## config.mk

```make
export PLATFORM = sky130hd
export DESIGN_NAME = therm_mod_ctrl
export DESIGN_NICKNAME = d
export VERILOG_FILES = /design/src/rtl/therm_mod_pkg.sv /design/src/rtl/therm_ctrl_reg.sv /design/src/rtl/therm_hyst.sv /design/src/rtl/therm_mod_seq.sv /design/src/rtl/therm_irq_hold.sv /design/src/rtl/therm_mod_ctrl.sv
export SDC_FILE = /design/constraint.sdc
export NUM_CORES = 1
export LEC_CHECK = 0
export CAP_MARGIN = 15
export CORE_MARGIN = 2
export CORE_UTILIZATION = 64
export DETAILED_ROUTE_END_ITERATION = 10
export DONT_BUFFER_PORTS = 1
export HOLD_SLACK_MARGIN = 0.06
export PLACE_DENSITY = 0.87
export SKIP_CTS_REPAIR_TIMING = 1
export SLEW_MARGIN = 20
export SYNTH_ARGS = -nofsm -noshare
export SYNTH_HDL_FRONTEND = slang
export SYNTH_SLANG_ARGS = --single-unit
```

## constraint.sdc

```tcl
create_clock -name clk_i -period 5.3 [get_ports clk_i]
set_input_delay 0.53 -clock clk_i [delete_from_list [all_inputs] [get_ports clk_i]]
set_output_delay 0.53 -clock clk_i [all_outputs]
set_load 0.02 [all_outputs]
```

## src/rtl/therm_mod_pkg.sv

```systemverilog
package therm_mod_pkg;
  localparam int DUTY_W   = 3;
  localparam int SLOTS    = 1 << DUTY_W;
  localparam int HALF     = SLOTS / 2;
  localparam int CTRL_W   = DUTY_W + 2;

  typedef struct packed {
    logic              od_req;
    logic [DUTY_W-1:0] duty;
    logic              auto_en;
  } ctrl_t;

  localparam ctrl_t CTRL_RST = '{od_req: 1'b0, duty: '0, auto_en: 1'b1};

  // automatic hot state forces half duty; reserved code 0 maps to half
  function automatic logic [DUTY_W-1:0] eff_duty(input logic hot, input logic [DUTY_W-1:0] code);
    if (hot || code == '0) return DUTY_W'(HALF);
    return code;
  endfunction
endpackage

```

## src/rtl/therm_ctrl_reg.sv

```systemverilog
module therm_ctrl_reg
  import therm_mod_pkg::*;
(
  input  logic              clk_i,
  input  logic              rst_ni,
  input  logic              wr_en_i,
  input  logic [CTRL_W-1:0] wr_data_i,
  output ctrl_t             ctrl_o
);
  ctrl_t ctrl_q;

  always_ff @(posedge clk_i or negedge rst_ni) begin
    if (!rst_ni)      ctrl_q <= CTRL_RST;
    else if (wr_en_i) ctrl_q <= ctrl_t'(wr_data_i);
  end

  assign ctrl_o = ctrl_q;
endmodule

```

## src/rtl/therm_hyst.sv

```systemverilog
module therm_hyst (
  input  logic clk_i,
  input  logic rst_ni,
  input  logic en_i,
  input  logic hot_i,
  input  logic cool_i,
  output logic hot_o
);
  logic hot_q;

  always_ff @(posedge clk_i or negedge rst_ni) begin
    if (!rst_ni)     hot_q <= 1'b0;
    else if (!en_i)  hot_q <= 1'b0;
    else if (hot_i)  hot_q <= 1'b1;
    else if (cool_i) hot_q <= 1'b0;
  end

  assign hot_o = hot_q;
endmodule

```

## src/rtl/therm_mod_seq.sv

```systemverilog
module therm_mod_seq
  import therm_mod_pkg::*;
#(
  parameter int SLOT_CYC = 16
) (
  input  logic              clk_i,
  input  logic              rst_ni,
  input  logic              req_i,
  input  logic [DUTY_W-1:0] duty_i,
  output logic              active_o,
  output logic              en_o
);
  localparam int CYC_W = (SLOT_CYC > 1) ? $clog2(SLOT_CYC) : 1;
  localparam logic [CYC_W-1:0]  CYC_LAST  = CYC_W'(SLOT_CYC - 1);
  localparam logic [DUTY_W-1:0] SLOT_LAST = DUTY_W'(SLOTS - 1);

  logic              act_q, act_d, en_q, en_d;
  logic [DUTY_W-1:0] duty_q, duty_d, slot_q, slot_d;
  logic [CYC_W-1:0]  cyc_q, cyc_d;
  logic              slot_end, per_end;

  assign slot_end = (cyc_q == CYC_LAST);
  assign per_end  = slot_end && (slot_q == SLOT_LAST);

  always_comb begin
    act_d  = act_q;
    duty_d = duty_q;
    slot_d = slot_q;
    cyc_d  = cyc_q;
    if (!act_q) begin
      if (req_i) begin
        act_d  = 1'b1;
        duty_d = duty_i;
        slot_d = '0;
        cyc_d  = '0;
      end
    end else if (per_end) begin
      slot_d = '0;
      cyc_d  = '0;
      if (req_i) duty_d = duty_i;
      else       act_d  = 1'b0;
    end else if (slot_end) begin
      cyc_d  = '0;
      slot_d = slot_q + 1'b1;
    end else begin
      cyc_d  = cyc_q + 1'b1;
    end
    en_d = !act_d || (slot_d < duty_d);
  end

  always_ff @(posedge clk_i or negedge rst_ni) begin
    if (!rst_ni) begin
      act_q  <= 1'b0;
      duty_q <= DUTY_W'(HALF);
      slot_q <= '0;
      cyc_q  <= '0;
      en_q   <= 1'b1;
    end else begin
      act_q  <= act_d;
      duty_q <= duty_d;
      slot_q <= slot_d;
      cyc_q  <= cyc_d;
      en_q   <= en_d;
    end
  end

  assign active_o = act_q;
  assign en_o     = en_q;
endmodule

```

## src/rtl/therm_irq_hold.sv

```systemverilog
module therm_irq_hold (
  input  logic clk_i,
  input  logic rst_ni,
  input  logic irq_i,
  input  logic en_i,
  output logic pend_o
);
  logic pend_q;

  always_ff @(posedge clk_i or negedge rst_ni) begin
    if (!rst_ni) pend_q <= 1'b0;
    else         pend_q <= irq_i || (pend_q && !en_i);
  end

  assign pend_o = pend_q && en_i;
endmodule

```

## src/rtl/therm_mod_ctrl.sv

```systemverilog
module therm_mod_ctrl
  import therm_mod_pkg::*;
#(
  parameter int SLOT_CYC = 16
) (
  input  logic              clk_i,
  input  logic              rst_ni,
  input  logic              hot_i,
  input  logic              cool_i,
  input  logic              wr_en_i,
  input  logic [CTRL_W-1:0] wr_data_i,
  input  logic              irq_i,
  output logic              clk_en_o,
  output logic              throttle_o,
  output logic              irq_pend_o
);
  ctrl_t             ctrl;
  logic              auto_hot;
  logic              req;
  logic [DUTY_W-1:0] duty_req;

  therm_ctrl_reg u_reg (
    .clk_i    (clk_i),
    .rst_ni   (rst_ni),
    .wr_en_i  (wr_en_i),
    .wr_data_i(wr_data_i),
    .ctrl_o   (ctrl)
  );

  therm_hyst u_hyst (
    .clk_i (clk_i),
    .rst_ni(rst_ni),
    .en_i  (ctrl.auto_en),
    .hot_i (hot_i),
    .cool_i(cool_i),
    .hot_o (auto_hot)
  );

  assign req      = auto_hot || ctrl.od_req;
  assign duty_req = eff_duty(auto_hot, ctrl.duty);

  therm_mod_seq #(.SLOT_CYC(SLOT_CYC)) u_seq (
    .clk_i   (clk_i),
    .rst_ni  (rst_ni),
    .req_i   (req),
    .duty_i  (duty_req),
    .active_o(throttle_o),
    .en_o    (clk_en_o)
  );

  therm_irq_hold u_irq (
    .clk_i (clk_i),
    .rst_ni(rst_ni),
    .irq_i (irq_i),
    .en_i  (clk_en_o),
    .pend_o(irq_pend_o)
  );
endmodule

```

* After elaboration in Yosys (flattened, before gate mapping) *
Cells that the tools add are included.

storage, ports and cells
  flip-flop bits (word level) = 19
  input bits = 11
  output and inout bits = 3
  word-level logic and storage cells = 47

cells by class
  add/subtract/negate cells = 2
  $lt $le $gt $ge = 1
  equal/unequal tests = 3
  muxes and demuxes = 20
  reduce and logical (&&, ||, !) cells = 11

operator list
  cell                                                           count
  3-bit two-way mux                                              9
  4-bit two-way mux                                              4
  1-bit two-way mux                                              7
  4-bit by 1-bit adder with 4-bit output, second input constant  1
  4-bit == test, second input constant                           1
  1-bit logical OR                                               4
  3-bit by 1-bit adder with 3-bit output, second input constant  1
  3-bit == test, second input constant                           1
  1-bit logical AND                                              3
  3-bit zero test                                                1
  3-bit less-than comparator                                     1
  3-bit inequality test, second input constant                   1
  1-bit zero test                                                2
  2-bit nonzero test                                             1

* Longest topological paths before layout *
  depth after elaboration = 9
  gate-level depth with buffers = 10

* By module *
Synthesis repeated with hierarchy kept, for this count alone.

second synthesis, totals
  cells, all modules = 78
  area total of the unflattened synthesis = 939.7 µm²

modules (own cells, without submodules)
  module          times used  cells each  area an instance (µm²)  seq. area each (µm²)
  therm_mod_seq   1           56          639.4                   302.8
  therm_ctrl_reg  1           10          182.7                   126.4
  therm_hyst      1           3           46.3                    25.0
  therm_irq_hold  1           4           43.8                    25.0
  therm_mod_ctrl  1           5           27.5                    0.0

* Least setup slack after synthesis *
No wires, ideal clock.

  path type = register to register
  start point = register u_seq.slot_q[0]
  end point = register u_seq.en_q, in the netlist u_seq.en_o
  arrival time = 1.944 ns
  required time = 5.236 ns
  path slack = 3.292 ns
  stages on the path, launching flop included = 11
  path buffers = 0
  clock period less this slack = 2.008 ns
  cell sequence = dfrtp_1 > ha_1 > ha_1 > nand4_1 > nand2_1 > nand2b_1 > o32ai_1 > ha_1 > a21oi_1 > o2111ai_1 > nand3_1

between the ends
  word-level cells in the longest chain between the ends = 6

RTL lines
  what                                                                            line                                      RTL
  start: declaration                                                              therm_mod_seq.sv:18                       logic [DUTY_W-1:0] duty_q, duty_d, slot_q, slot_d;
  start signal: assignment                                                        therm_mod_seq.sv:61                       slot_q <= slot_d;
  3-bit by 1-bit adder with 3-bit output / 3-bit == test (equally long branches)  therm_mod_seq.sv:44, therm_mod_seq.sv:23
  3-bit two-way mux / 1-bit logical AND (equally long branches)                   therm_mod_seq.sv:42, therm_mod_seq.sv:23
  3-bit two-way mux / 1-bit two-way mux (equally long branches)                   therm_mod_seq.sv:37                       end else if (per_end) begin
  3-bit two-way mux / 1-bit two-way mux (equally long branches)                   therm_mod_seq.sv:30                       if (!act_q) begin
  3-bit less-than comparator / 1-bit zero test (equally long branches)            therm_mod_seq.sv:48                       en_d = !act_d || (slot_d < duty_d);
  1-bit logical OR (*)                                                            therm_mod_seq.sv:48
  via u_seq.en_d                                                                  therm_mod_seq.sv:17                       logic act_q, act_d, en_q, en_d;
  end signal: assignment                                                          therm_mod_seq.sv:63                       en_q <= en_d;
  end: declaration                                                                therm_mod_seq.sv:17

Mark *: on every way through the listed nets, which the timed path passes. The rest lies on a longest branch.
A chain may end at the register's enable or synchronous reset.

* Worst setup path in the final report *
Ends and elaborated chain as after synthesis.

==> run_results.csv <==
group,metric,value,unit
yosys,yosysTopAreaCellShare,42.5,%
yosys,synth_nets,104,
floorplanning,core,0.00133,sq mm
floorplanning,die-area,0.00180,sq mm
final_layout,final_nets,108,
power_and_ir_drop,total_power,0.445,mW
floorplanning,io_pins,14,
yosys,synth_seq_cells,19,
drt,wl_per_cell,15.2,microns
sta,finalHoldViolations,0,
grt,grt_antenna_before_repair,0,
power_and_ir_drop,peakVddDrop,245,uV
cts,cts_max_path_buffers,2,
yosys,synth.largest_area_cell,"dfrtp_1",
yosys,async_flop_share,100,%
cts,cts-root-buf,"clkbuf_4",
sta,fmax,431,MHz
sta,period_share,43.8,%
critical_path,startpoint,"u_seq.slot_q[0]",
critical_path,cp-start-kind,"register",
placement,dpl_cell_area,950,sq um
drt,vias,677,
sta,drv_slew,0,
cts,cts.clk_slew.worst_paths,0.10,ns
yosys,synthCells,88,
power_and_ir_drop,comb_power_share,31.5,%
final_layout,finalNonFillerCells,106,
placement,port-buffer-count,0,
placement,place.gp.congestion,0.821,
cts,clkSinkCount,19,
critical_path,cp_slowest_stage_delay,0.40,ns
cts,htreeDepth,1,
final_layout,fin_area,986,sq um
drt,first_iter_violations,9,
critical_path,r2r_start,"u_seq.slot_q[0]",
grt,grt_pass1_wl,2810,microns
yosys,synthTopCellsByArea,"dfrtp_1, dfstp_2, ha_1",
floorplanning,die_w,42.4,microns
yosys,ys_warn_count,0,
placement,dp_cells,101,
sta,rsz0062_at_grt,"false",
grt,grt_max_degree,20,
critical_path,crit_arrival,2.57,ns
yosys,ys.flop_type,"dfrtp_1",
cts,cts_buffers,3,
sta,setup_viol,0,
sta,max_slew_margin,45.5,%
floorplanning,num_rows,13,
drt,dr.pass1.iters,4,
critical_path,path_cells,"ha_1 -> ha_1 -> nand4_1 -> nand2_1 -> nand2b_1 -> o32ai_1 -> ha_1 -> a21oi_1 -> o2111ai_1 -> nand3_1",
drt,drc,0,
power_and_ir_drop,internal-power,0.291,mW
critical_path,cp_slowest_cell,"dfrtp_1",
placement,hpwl,1170,microns
yosys,ys_top_cells_by_count,"dfrtp_1, nand2_1, o21ai_0",
sta,finalSetupTns,0,ns
critical_path,path_max_fanout,5,
grt,gr-total-overflow,0,
floorplanning,die_y,42.4,microns
placement,pre_cts_ws,2.99,ns
grt,grt_usage,21.7,%
final_layout,drive_above_1_share,15.4,%
final_layout,diodes,0,
power_and_ir_drop,p_clk_share,16.5,%
yosys,synth_most_common_cell,"dfrtp_1",
floorplanning,start_util,70.6,%
status,status,"completed",
min_path,hold_path.class,"in2reg",
critical_path,worstPathRequired,5.54,ns
final_layout,syn_to_final_growth,4.65,%
cts,cts_tree,"yes",
min_path,hold_start,"wr_en_i",
sta,min_period,2.32,ns
drt,antenna_left,0,
drt,viasPerCell,6.39,
sta,clock_skew,0.00642,ns
yosys,synth_area,942,sq um
grt,grt_pass1_vias,694,
drt,routed_wl,1610,microns
critical_path,cp_common_cell,"ha_1",
yosys,synth.yosys.seq_area_share,50.9,%
yosys,ys_types,30,
critical_path,crit_type,"reg2reg",
power_and_ir_drop,p_leak,0.446,nW
run,maxCapViolations,0,
yosys,synth-edff-count,0,
power_and_ir_drop,p_seq_share,52.1,%
power_and_ir_drop,p_sw,0.154,mW
power_and_ir_drop,p_per_area,451,mW/mm^2
sta,tightest_slew,0.815,ns
sta,setup_ws,2.98,ns
power_and_ir_drop,switching_share,34.7,%
yosys,syn_avg_cell_area,10.7,sq um
critical_path,worstSetupEndpointType,"register",
cts,clkLatencyLatePin,0.30,ns
==> routing by layer <==
layer  global-route usage, %  vias to the layer above  wire, microns
li1                        -                      330              -
met1                    24.9                      318            690
met2                    36.3                       24            783
met3                    3.88                        5             79
met4                    15.0                        0             54
met5                       0                        -              0
==> worst max-delay path, delay by kind of cell, from the launching register on <==
family          cells  cell delay, ns
fa+ha+maj           3            0.66
simple gates        4            0.58
flops               1            0.40
compound gates      3            0.63
==> metrics by stage <==
stage	hold WS [ns]	utilization [%]
after floorplan	0.234	-
after global placement	0.235	71.2
after detailed placement	0.235	71.2
after CTS	-0.0975	73.2
after global routing	0.296	73.9
final	0.310	73.9
==> power by group through the flow <==
stage	Clock (mW)	Sequential, mW	Combinational, mW
2_1_floorplan	0	0.225	0.116
4_1_cts	0.0745	0.231	0.140
5_1_grt	0.0797	0.237	0.164
6_report	0.0732	0.232	0.140
3_5_place_dp	0	0.234	0.139
3_3_place_gp	0	0.231	0.129
==> cell families after synthesis <==
group / after synthesis / synth area share (%)
compound gates: 24 / 17.5
fa+ha+maj: 5 / 6.64
buf+inv: 5 / 2.39
flops: 19 / 50.9
mux: 6 / 7.04
simple gates: 29 / 15.5
==> cell type report <==
type | instances | area, sq um
inverter | 3 | 11.3
tap | 15 | 18.8
timing repair buffer | 1 | 10.0
sequential | 19 | 479
multi-input combinational | 64 | 440
clock buffer | 4 | 26.3
fill | 105 | 348
==> final timing paths <==
path	slack (ns)	to	cells past startpoint
max in group asynchronous	4.04	u_reg.ctrl_o[3]	1
setup reg to reg	2.98	u_seq.en_o	10
min in group asynchronous	0.75	u_seq.slot_q[2]	1
hold / removal	0.31	u_reg.ctrl_o[1]	1
setup / recovery	2.98	u_seq.en_o	10
hold reg to reg	0.48	u_irq.pend_q	1
==> sequential cells by signal (all words and copies together), names as in the netlist <==
register,flops
u_seq.cyc_q,4
u_seq.slot_q,3
u_seq.active_o,1
u_seq.duty_q,3
u_reg.ctrl_o,5
u_irq.pend_q,1
u_seq.en_o,1
u_hyst.hot_o,1
==> placed cells by master, fill, tap and decap left out, types with 2 or more instances in the layout <==
master	Yosys	final
o32ai_1	2	2
mux2_2	5	5
dfstp_2	3	3
a22o_1	3	3
inv_1	3	3
nand4_1	2	2
o21ai_0	7	7
clkbuf_4	0	3
a21oi_1	4	4
nand2_1	13	13
nor2b_1	2	2
nor2_1	2	2
ha_1	5	5
nand3_1	3	3
nand2b_1	3	3
dfrtp_1	16	16
No activity file was read; power rests on OpenSTA's default activity.
